## config.mk

```make
export PLATFORM = sky130hd
export DESIGN_NAME = supv_wdt
export DESIGN_NICKNAME = d
export VERILOG_FILES = /design/src/rtl/wdt_pkg.sv /design/src/rtl/wdt_kick_sync.sv /design/src/rtl/wdt_hold_timer.sv /design/src/rtl/wdt_window.sv /design/src/rtl/supv_wdt.sv
export SDC_FILE = /design/constraint.sdc
export NUM_CORES = 1
export LEC_CHECK = 0
export ABC_AREA = 1
export BUFFER_PORTS_ARGS = -buffer_cell sky130_fd_sc_hd__buf_2
export CORE_MARGIN = 4
export CORE_UTILIZATION = 29
export DETAILED_ROUTE_END_ITERATION = 16
export PLACE_DENSITY = 0.58
export SYNTH_ARGS = -nofsm -noshare
export SYNTH_HDL_FRONTEND = slang
export SYNTH_SLANG_ARGS = --single-unit
```

## constraint.sdc

```tcl
create_clock -name clk -period 7.9 [get_ports clk]
set_input_delay 0.395 -clock clk [delete_from_list [all_inputs] [get_ports clk]]
set_output_delay 0.395 -clock clk [all_outputs]
set_load 0.05 [all_outputs]
```

## src/rtl/wdt_pkg.sv

```systemverilog
package wdt_pkg;
    localparam int WD_CW = 16;

    typedef logic [WD_CW-1:0] wcount_t;

    typedef struct packed {
        wcount_t lo;
        wcount_t hi;
    } window_t;

    typedef enum logic [1:0] {
        SEL_PROG     = 2'b00,
        SEL_PRESET_A = 2'b01,
        SEL_PRESET_B = 2'b10,
        SEL_SPARE    = 2'b11
    } tsel_e;

    function automatic window_t pick_window(tsel_e sel, window_t prog,
                                            window_t pa, window_t pb);
        window_t w;
        case (sel)
            SEL_PROG:     w = prog;
            SEL_PRESET_A: w = pa;
            default:      w = pb;
        endcase
        return w;
    endfunction
endpackage

```

## src/rtl/wdt_kick_sync.sv

```systemverilog
module wdt_kick_sync (
    input  logic clk,
    input  logic rst,
    input  logic kick,
    output logic fall
);
    localparam int STAGES = 3;
    logic [STAGES-1:0] pipe;

    always_ff @(posedge clk) begin
        if (rst) pipe <= '1;
        else     pipe <= {pipe[STAGES-2:0], kick};
    end

    assign fall = pipe[STAGES-1] & ~pipe[STAGES-2];
endmodule

```

## src/rtl/wdt_hold_timer.sv

```systemverilog
module wdt_hold_timer #(
    parameter int   LEN     = 8,
    parameter logic RST_VAL = 1'b1
) (
    input  logic clk,
    input  logic rst,
    input  logic set,
    input  logic clr,
    output logic active
);
    localparam int HW = $clog2(LEN + 1);
    logic [HW-1:0] cnt;

    always_ff @(posedge clk) begin
        if (rst) begin
            active <= RST_VAL;
            cnt    <= '0;
        end else if (clr) begin
            active <= 1'b0;
            cnt    <= '0;
        end else if (set) begin
            active <= 1'b1;
            cnt    <= '0;
        end else if (active) begin
            if (cnt == HW'(LEN - 1)) begin
                active <= 1'b0;
                cnt    <= '0;
            end else begin
                cnt <= cnt + 1'b1;
            end
        end
    end

    AST_HOLD_CNT_BOUND: assert property (@(posedge clk) disable iff (rst)
        cnt < HW'(LEN));
    AST_HOLD_IDLE_ZERO: assert property (@(posedge clk) disable iff (rst)
        !active |-> cnt == '0);
endmodule

```

## src/rtl/wdt_window.sv

```systemverilog
module wdt_window
    import wdt_pkg::*;
(
    input  logic    clk,
    input  logic    rst,
    input  logic    active,
    input  logic    fall,
    input  window_t win,
    output logic    timeout
);
    wcount_t cnt;
    logic    early, late;

    assign early   = fall & (cnt < win.lo);
    assign late    = ~fall & (cnt >= win.hi - 1'b1);
    assign timeout = active & (early | late);

    always_ff @(posedge clk) begin
        if (rst || !active || timeout || fall) cnt <= '0;
        else                                   cnt <= cnt + 1'b1;
    end

    AST_IDLE_HOLDS_ZERO: assert property (@(posedge clk) disable iff (rst)
        !active |=> cnt == '0);
    AST_NO_WRAP: assert property (@(posedge clk) disable iff (rst)
        (active && win.hi != '0) |-> cnt < win.hi);
endmodule

```

## src/rtl/supv_wdt.sv

```systemverilog
module supv_wdt
    import wdt_pkg::*;
#(
    parameter int TRST = 8,
    parameter int A_LO = 4,
    parameter int A_HI = 20,
    parameter int B_LO = 10,
    parameter int B_HI = 40
) (
    input  logic             clk,
    input  logic             rst,
    input  logic             uv_flag,
    input  logic             mr_n,
    input  logic             wd_en,
    input  logic             kick,
    input  logic [1:0]       tsel,
    input  logic [WD_CW-1:0] prog_lo,
    input  logic [WD_CW-1:0] prog_hi,
    output logic             rst_n_o,
    output logic             rst_oe,
    output logic             wdf_n_o,
    output logic             wdf_oe
);
    localparam window_t WIN_A = '{lo: wcount_t'(A_LO), hi: wcount_t'(A_HI)};
    localparam window_t WIN_B = '{lo: wcount_t'(B_LO), hi: wcount_t'(B_HI)};

    logic    cause, rst_low, wdf_low, wd_active, fall, timeout;
    window_t win;

    assign cause     = uv_flag | ~mr_n;
    assign wd_active = ~rst_low & ~cause & ~wdf_low & wd_en;
    assign win       = pick_window(tsel_e'(tsel), '{lo: prog_lo, hi: prog_hi},
                                   WIN_A, WIN_B);

    wdt_kick_sync i_sync (
        .clk(clk), .rst(rst), .kick(kick), .fall(fall)
    );

    wdt_hold_timer #(.LEN(TRST), .RST_VAL(1'b1)) i_rst_hold (
        .clk(clk), .rst(rst), .set(cause), .clr(1'b0), .active(rst_low)
    );

    wdt_window i_win (
        .clk(clk), .rst(rst), .active(wd_active), .fall(fall),
        .win(win), .timeout(timeout)
    );

    wdt_hold_timer #(.LEN(TRST), .RST_VAL(1'b0)) i_wdf_hold (
        .clk(clk), .rst(rst), .set(timeout), .clr(rst_low | cause),
        .active(wdf_low)
    );

    assign rst_n_o = ~rst_low;
    assign rst_oe  = rst_low;
    assign wdf_n_o = ~wdf_low;
    assign wdf_oe  = wdf_low;

    AST_CAUSE_HOLDS_RESET: assert property (@(posedge clk) disable iff (rst)
        cause |=> !rst_n_o);
    AST_FAULT_ONLY_RST_HIGH: assert property (@(posedge clk) disable iff (rst)
        !rst_n_o |-> (wdf_n_o && !wdf_oe));
    AST_DISABLED_NO_FAULT: assert property (@(posedge clk) disable iff (rst)
        (!wd_en && wdf_n_o) |=> wdf_n_o);
    AST_RESET_RELEASE_CLEAN: assert property (@(posedge clk) disable iff (rst)
        $rose(rst_n_o) |-> $past(!cause));
endmodule

```

==> key figures, run 1 <==
Placed design
  – Port Buf Inserts: 43
  – Post-Place Worst Slack: 4190 ps
  – GP Congestion: 0.849
  – HPWL Detailed: 4480 µm

Setup path
  – CP Cell Sequence: buf_2 -> nor2_4 -> nand2_1 -> ha_1 -> nand2_2 -> nor2_4 -> nand3_2 -> nor3_4 -> xor2_1 -> inv_1 -> ha_1 -> nand2_1 -> inv_1 -> nand3_1 -> nor3_1 -> nand2_1 -> nand4_1 -> nand2_1 -> inv_1 -> nand2_2 -> nand2_2 -> nor2_1
  – CP startpoint kind: primary input
  – Worst path required time: 8050 ps
  – WP depth: 22
  – CP max-delay cell: nor2_4
  – Critical path type: primary input to register
  – Reg-to-reg startpoint: i_win.cnt[5]
  – Worst r2r path cells: 11
  – CP bufs+invs: 4
  – Worst-path fanout max: 27
  – Worst EP arrival: 3530 ps
  – R2r setup slk: 5920 ps
  – CP peak stage delay: 520 ps
  – Reg2reg end: i_win.cnt[10]
  – CP endpoint kind: register
  – Most used cell, CP: nand2_1
  – Delay-heaviest family, CP: simple AND/OR/NAND/NOR gates

Yosys
  – Number of synthesized flops with an enable pin: 0
  – YS warnings: 0
  – Synth area leader: dfxtp_1
  – Net Count, Synth: 429
  – Yosys cell types: 32
  – Sequential-to-total area share from yosys stat: 0.230
  – Synth Instances: 354
  – #FFs+latches synth: 29
  – Cell with the most instances after synthesis: nand2_1
  – Syn avg cell area: 7.13 µm²
  – Ys async rst share: 0
  – Synthesized area: 2520 µm²
  – Synth top cells by count: nand2_1 (90), inv_1 (43), ha_1 (35)
  – Synth area leaders: dfxtp_1 (23%), ha_1 (17%), nand2_1 (13%)
  – Main synth FF type: dfxtp_1
  – Top-area cell type share of the netlist area: 0.230

Timing
  – Slew Limit Fails: 0
  – Post-route setup TNS: 0 ps
  – F_max: 296 MHz
  – Worst hold slack: 304 ps
  – Skew final: 7.06 ps
  – Hold Fails Final Rpt: 0
  – Worst-Margin Slew: 627 ps
  – RSZ-0062 raised after global routing: false
  – Final worst setup slack: 4520 ps
  – Post-route clock period utilization: 0.428
  – Min Tclk post-route: 3380 ps
  – Count of final setup violators: 0
  – Slew HR: 0.581

Detailed routing
  – TritonRoute pass-1 iters: 4
  – Vias: 2260
  – Final antenna-violating net count: 0
  – WL final: 5440 µm
  – Top sig layer: met4
  – Metal1 wirelength: 2700 µm
  – DRC: 0
  – DR iter-0 viols: 54
  – Via/cell ratio: 4.46
  – Met3 Wirelength: 244 µm
  – DR WL met2: 2430 µm
  – DR WL/cell: 10.7 µm

Hold path
  – Min-Delay Path Depth: 2
  – Hold/Removal Path Class: primary input to register
  – Hold EP: i_sync.pipe[0]
  – Min-delay src: kick

Flow run
  – # Max-Cap Violations: 0

Finish
  – Layout filler cell count: 908
  – P&R area growth vs syn: 18.3%
  – Share of cells above drive strength 1: 0.221
  – Ant diodes: 0
  – Nets: 476

Die
  – I/O pin total: 44
  – Initial Util: 0.302
  – Die H: 101 µm
  – Rows: 33
  – CORE AREA: 8340 µm²
  – Die area: 10300 µm²
  – Die X: 101 µm

Run status
  – Status: finished clean

Clock tree
  – CTS tree: built
  – Clock sinks: 29
  – Clock buffer depth: 2
  – CTS HTree Levels: 2
  – Num CTS Buffers: 5
  – CTS clk-pin slew, worst paths: 60 ps
  – Clock Latency Late Sink: 270 ps
  – Hold buffer count at cts: 0
  – Post-cts resize count: 0
  – Setup bufs post-CTS: 0
  – Root Driver: clkbuf_8

Pwr
  – Lkg Pwr: 1.40 nW
  – P_int: 0.295 mW
  – Clock share of power: 0.473
  – Peak VDD IR: 0.0930 mV
  – Combinational share of power: 0.141
  – Sw Ratio: 0.229
  – Flop pwr share: 0.386
  – NetSw: 0.0874 mW
  – Power per cell area: 128 nW/µm²

Global routing
  – Number of global-route vias before repair: 2226
  – Total track usage: 0.115
  – Pin count of the biggest net entering global routing: 28
  – Grt total ovfl: 0
  – First-pass GRT wire length: 9660 µm
  – Initial antenna violation count: 0
==> through the flow <==
step | cell area, µm² | std cells | util | power, mW
finish | 2980 | 507 | 0.358 | 0.382
global route | 2980 | 507 | 0.358 | 0.405
CTS | 2980 | 507 | 0.358 | 0.389
detailed placement | 2850 | 499 | 0.342 | 0.205
global placement | 2850 | 499 | 0.342 | 0.205
floorplan | 2520 | 354 | - | 0.186
==> cell type report <==
| type | count | area (µm²) | share of cell area |
|---|---|---|---|
| tap | 105 | 131 | 0.0440 |
| sequential | 29 | 581 | 0.195 |
| multi-input combinational | 276 | 1750 | 0.586 |
| clock buffer | 5 | 68.8 | 0.0231 |
| inverter | 46 | 173 | 0.0579 |
| clock inverter | 3 | 65.1 | 0.0218 |
| timing repair buffer | 43 | 215 | 0.0721 |
==> per-layer routing <==
layer | track usage | up-vias
met5 | 0 | -
met1 | 0.152 | 988
met4 | 0.0337 | 0
li1 | - | 1231
met3 | 0.0179 | 6
met2 | 0.192 | 35
==> flip-flops by register name, summed over array words and instances (netlist names) <==
signal,cells
i_rst_hold.active,1
i_sync.pipe,3
i_rst_hold.cnt,4
i_wdf_hold.cnt,4
i_win.cnt,16
i_wdf_hold.active,1
==> worst max path at each step <==
stage            start             to  slack [ps]
3_3_place_gp   tsel[1]  i_win.cnt[13]        4320
5_1_grt        tsel[1]  i_win.cnt[10]        4000
6_report       tsel[1]  i_win.cnt[10]        4520
4_1_cts        tsel[1]   i_win.cnt[9]        4480
3_5_place_dp   tsel[1]  i_win.cnt[13]        4190
2_1_floorplan  tsel[1]   i_win.cnt[2]        4730
==> worst register-to-register path: cells and delay by family, from the launching register on <==
family | cells | cell delay, ps
AOI/OAI and AO/OA | 2 | 310
adders and majority gates | 1 | 280
DFF | 1 | 430
and+or+nand+nor | 8 | 840
==> cells by family (layout without fill, tap and decap cells) <==
kind of cell / Yosys count / count (layout) / share of synthesized area
AND/OR/NAND/NOR: 181 / 181 / 0.341
buffers and inverters: 49 / 97 / 0.0764
adder cells (fa/ha/maj): 35 / 35 / 0.174
AO/OA/AOI/OAI: 31 / 31 / 0.0774
flip-flops: 29 / 29 / 0.230
XOR/XNOR: 28 / 28 / 0.0972
multiplexers: 1 / 1 / 0.00397
==> cell usage in the layout, fill, tap and decap left out, types with 4 or more instances in the layout <==
cell      instances
nor3_1            9
nand4_1           4
o21ai_0           5
dfxtp_1          29
nand3_1          14
xnor2_1          11
nand2_2           6
inv_1            43
ha_1             35
a21oi_1          18
nor2_1           28
xor2_1           17
clkbuf_8          5
or2_2             4
nand2_1          90
nor2_2           13
buf_2            43
==> power groups by stage <==
stage / clock [mW] / sequential [mW] / combinational [mW]
after CTS: 0.187 / 0.147 / 0.0549
after detailed placement: 0 / 0.151 / 0.0545
after global routing: 0.194 / 0.147 / 0.0632
after global placement: 0 / 0.151 / 0.0538
after floorplan: 0 / 0.151 / 0.0356
final: 0.181 / 0.147 / 0.0540
Power figures use the tool's default switching activity.
==> inputs of run 2 (changes only) <==
--- a/config.mk
+++ b/config.mk
@@ -5,12 +5,12 @@
 export SDC_FILE = /design/constraint.sdc
 export NUM_CORES = 1
 export LEC_CHECK = 0
-export ABC_AREA = 1
+export ABC_AREA = 0
 export BUFFER_PORTS_ARGS = -buffer_cell sky130_fd_sc_hd__buf_2
 export CORE_MARGIN = 4
 export CORE_UTILIZATION = 29
 export DETAILED_ROUTE_END_ITERATION = 16
-export PLACE_DENSITY = 0.58
+export PLACE_DENSITY = 0.6
 export SYNTH_ARGS = -nofsm -noshare
 export SYNTH_HDL_FRONTEND = slang
 export SYNTH_SLANG_ARGS = --single-unit
==> constraint.sdc (replaced) <==
create_clock -name clk -period 3.1 [get_ports clk]
set_input_delay 0.155 -clock clk [delete_from_list [all_inputs] [get_ports clk]]
set_output_delay 0.155 -clock clk [all_outputs]
set_load 0.05 [all_outputs]
==> run 2 against run 1 <==
Effect of this change:
- the flow now finishes with violations (setup timing)
- synthesized cell count shrank 21%
- via count shrank 5.5%
- critical path depth shrank 3
- sequential power grew to 2.6 times the previous value
- global-route usage grew 0.30 points
- first-iteration DRC count grew 26%
- critical path type unchanged
- largest cell class unchanged
- largest power group unchanged
==> key figures, run 2 <==
Detailed routing
  – WL final: 5510 µm (+1.2%)
  – DR WL/cell: 12.2 µm (+14%)
  – DR iter-0 viols: 68 (+26%)
  – Final antenna-violating net count: 0 (unchanged)
  – Vias: 2135 (-5.5%)
  – TritonRoute pass-1 iters: 3 (-1)
  – DRC: 0 (unchanged)
  – Via/cell ratio: 4.72 (+6.0%)

Run status
  – Failing checks: setup timing
  – Status: finished, violations left

Finish
  – Nets: 424 (-11%)
  – Most frequent cells in the layout: buf_2 (41), nand2_1 (35), ha_1 (33)
  – Layout filler cell count: 779 (-14%)
  – Biggest register: i_win.cnt
  – P&R area growth vs syn: 35.3%
  – Share of cells above drive strength 1: 0.340 (+0.119)
  – Ant diodes: 0 (unchanged)
  – Top flop regs: i_win.cnt (16), i_rst_hold.cnt (4), i_wdf_hold.cnt (4)
  – Max reg flops: 16 (unchanged)
  – Most common library cell in the layout ignoring fill and taps: buf_2
  – Finished Cell Area: 3160 µm² (+6.0%)

Setup path
  – CP endpoint kind: register
  – CP Cell Sequence: buf_6 -> nor2_4 -> nand2_4 -> ha_4 -> or3b_4 -> or4_4 -> o21bai_4 -> buf_6 -> nor2_4 -> xor2_1 -> nand2_1 -> ha_4 -> and4_4 -> o2111ai_2 -> a31oi_2 -> o41ai_4 -> buf_4 -> a21oi_4 -> o21ba_2
  – Worst EP arrival: 3380 ps (-150 ps)
  – CP max-delay cell: or4_4
  – CP startpoint kind: primary input
  – Worst path required time: 3330 ps (-4720 ps)
  – Worst-path fanout max: 5 (-81%)
  – CP peak stage delay: 490 ps (-30 ps)
  – Critical path type: primary input to register

Die
  – I/O pin total: 44 (unchanged)
  – Initial Util: 0.301 (-0.00169)
  – Die area: 9560 µm² (-6.8%)
  – Die H: 97.8 µm (-3.5%)
  – Die X: 97.8 µm (-3.5%)
  – Rows: 32 (-3.0%)
  – CORE AREA: 7770 µm² (-6.9%)

Yosys
  – Synth top cells by count: nand2_1 (37), ha_1 (35), nor2_1 (33)
  – Synth Instances: 280 (-21%)
  – Synthesized area: 2340 µm² (-7.4%)
  – Synth area leaders: dfxtp_1 (25%), ha_1 (19%), xor2_1 (6.4%)
  – Main synth FF type: dfxtp_1
  – #FFs+latches synth: 29 (unchanged)
  – Sequential-to-total area share from yosys stat: 0.249 (+0.0184)
  – Number of synthesized flops with an enable pin: 0 (unchanged)
  – YS warnings: 0 (unchanged)
  – Ys async rst share: 0 (unchanged)
  – Yosys cell types: 47 (+47%)
  – Cell with the most instances after synthesis: nand2_1
  – Synth area leader: dfxtp_1
  – Syn avg cell area: 8.34 µm² (+17%)
  – Net Count, Synth: 355 (-17%)
  – Top-area cell type share of the netlist area: 0.249 (+0.0184)

Clock tree
  – Num CTS Buffers: 5 (unchanged)
  – Clock Latency Late Sink: 280 ps (about the same)
  – Clock buffer depth: 2 (unchanged)
  – Root Driver: clkbuf_8
  – Hold buffer count at cts: 0 (unchanged)
  – Clock sinks: 29 (unchanged)
  – CTS HTree Levels: 2 (unchanged)
  – CTS clk-pin slew, worst paths: 60 ps (about the same)
  – CTS tree: built

Timing
  – Slew HR: 0.707 (+0.126)
  – RSZ-0062 raised after global routing: true
  – Post-route setup TNS: -937 ps (-937 ps)
  – Final worst setup slack: -54.3 ps (-4570 ps)
  – Post-route clock period utilization: 1.02
  – Slew Limit Fails: 0 (unchanged)
  – Worst hold slack: 57.2 ps (-247 ps)
  – Worst-Margin Slew: 436 ps (-191 ps)
  – Skew final: 7.18 ps (+0.128 ps)
  – F_max: 317 MHz
  – Hold Fails Final Rpt: 0 (unchanged)
  – Min Tclk post-route: 3150 ps
  – Count of final setup violators: 21 (+21)

Placed design
  – Placed Area: 2820 µm² (-0.97%)
  – GP Congestion: 0.788 (-7.2%)
  – Post-Place Worst Slack: -483 ps (-4680 ps)
  – HPWL Detailed: 4370 µm (-2.5%)
  – Port Buf Inserts: 43 (unchanged)

Global routing
  – First-pass GRT wire length: 9290 µm (-3.8%)
  – Initial antenna violation count: 0 (unchanged)
  – Number of global-route vias before repair: 2123 (-4.6%)
  – Pin count of the biggest net entering global routing: 19 (-32%)
  – Grt total ovfl: 0 (unchanged)
  – Total track usage: 0.118 (+0.00299)

Pwr
  – Lkg Pwr: 1.33 nW (-5.5%)
  – Peak VDD IR: 0.254 mV (+170%)
  – Power per cell area: 290 nW/µm² (+130%)
  – Pwr Total: 0.918 mW (+140%)

Flow run
  – # Max-Cap Violations: 0 (unchanged)

Hold path
  – Hold/Removal Path Class: primary input to register
-- run 2: cell count changes in the layout (fill, tap and decap cells not counted), moves of 3 or more --
cell / previous run / this run
nor2_2: 13 / 10
buf_4: 0 / 19
inv_2: 3 / 0
nand3_2: 3 / 0
nand2_1: 90 / 35
and3_1: 0 / 3
buf_6: 0 / 4
a31oi_1: 0 / 3
a21oi_1: 18 / 12
nor3_1: 9 / 5
inv_1: 43 / 8
nand3_1: 14 / 11
nand2b_1: 0 / 3
nand2_2: 6 / 0
-- run 2: critical path: cells and delay by family --
family          cells  cell delay, ps
simple gates        7            1370
compound gates      6             950
fa+ha+maj           2             410
buf+inv             3             370
xor+xnor            1             140
-- run 2: repair_timing --
item | 4_1_cts | 5_1_grt
buffers inserted | 7 | 1
endpoints found under the setup margin | 21 | 21
gates resized for setup | 23 | 8
pin swaps | 15 | 3
cloned | 1 | 0
-- run 2: power breakdown --
group          total [mW]  leakage, nW  internal, mW  switching (mW)
sequential          0.376        0.234         0.375        0.000973
clock               0.401       0.0585         0.262           0.139
combinational       0.142         1.03        0.0731          0.0684
total               0.918         1.33         0.710           0.208
-- run 2: final timing paths --
path                                     start                 to  slack (ps)  cells after the start
worst min-delay path                      kick     i_sync.pipe[0]          60                      2
worst min register to register  i_sync.pipe[0]     i_sync.pipe[1]         410                      1
worst max-delay path                   tsel[0]  i_wdf_hold.active         -50                     19
worst max register to register    i_win.cnt[0]      i_win.cnt[11]         830                     10
-- run 2: stage by stage --
step                 util  std cells
floorplan               -        280
CTS                 0.401        451
finish              0.407        452
global route        0.407        452
global placement    0.363        436
detailed placement  0.363        436
-- run 2: area by class of cell --
| class | count | area (µm²) | share of cell area |
|---|---|---|---|
| Clock buffer | 7 | 86.3 | 0.0273 |
| Clock inverter | 1 | 30.0 | 0.00950 |
| Inverter | 8 | 30.0 | 0.00950 |
| Multi-Input combinational cell | 238 | 1850 | 0.586 |
| Sequential cell | 29 | 581 | 0.184 |
| Tap cell | 102 | 128 | 0.0404 |
| Timing Repair Buffer | 67 | 455 | 0.144 |
-- run 2: cells by family after synthesis --
group / count (synthesis) / synth area share
fa+ha+maj: 35 / 0.187
simple gates: 130 / 0.286
xor+xnor: 30 / 0.112
compound gates: 41 / 0.130
flops: 29 / 0.249
mux: 2 / 0.00857
buf+inv: 13 / 0.0273
-- run 2: per-layer routing --
layer  part of all wire  track usage  vias to the layer above
li1                   -            -                     1130
met1               0.47        0.145                      971
met2               0.49        0.205                       30
met3              0.033       0.0279                        4
met4              0.010       0.0319                        0
met5                  0            0                        -
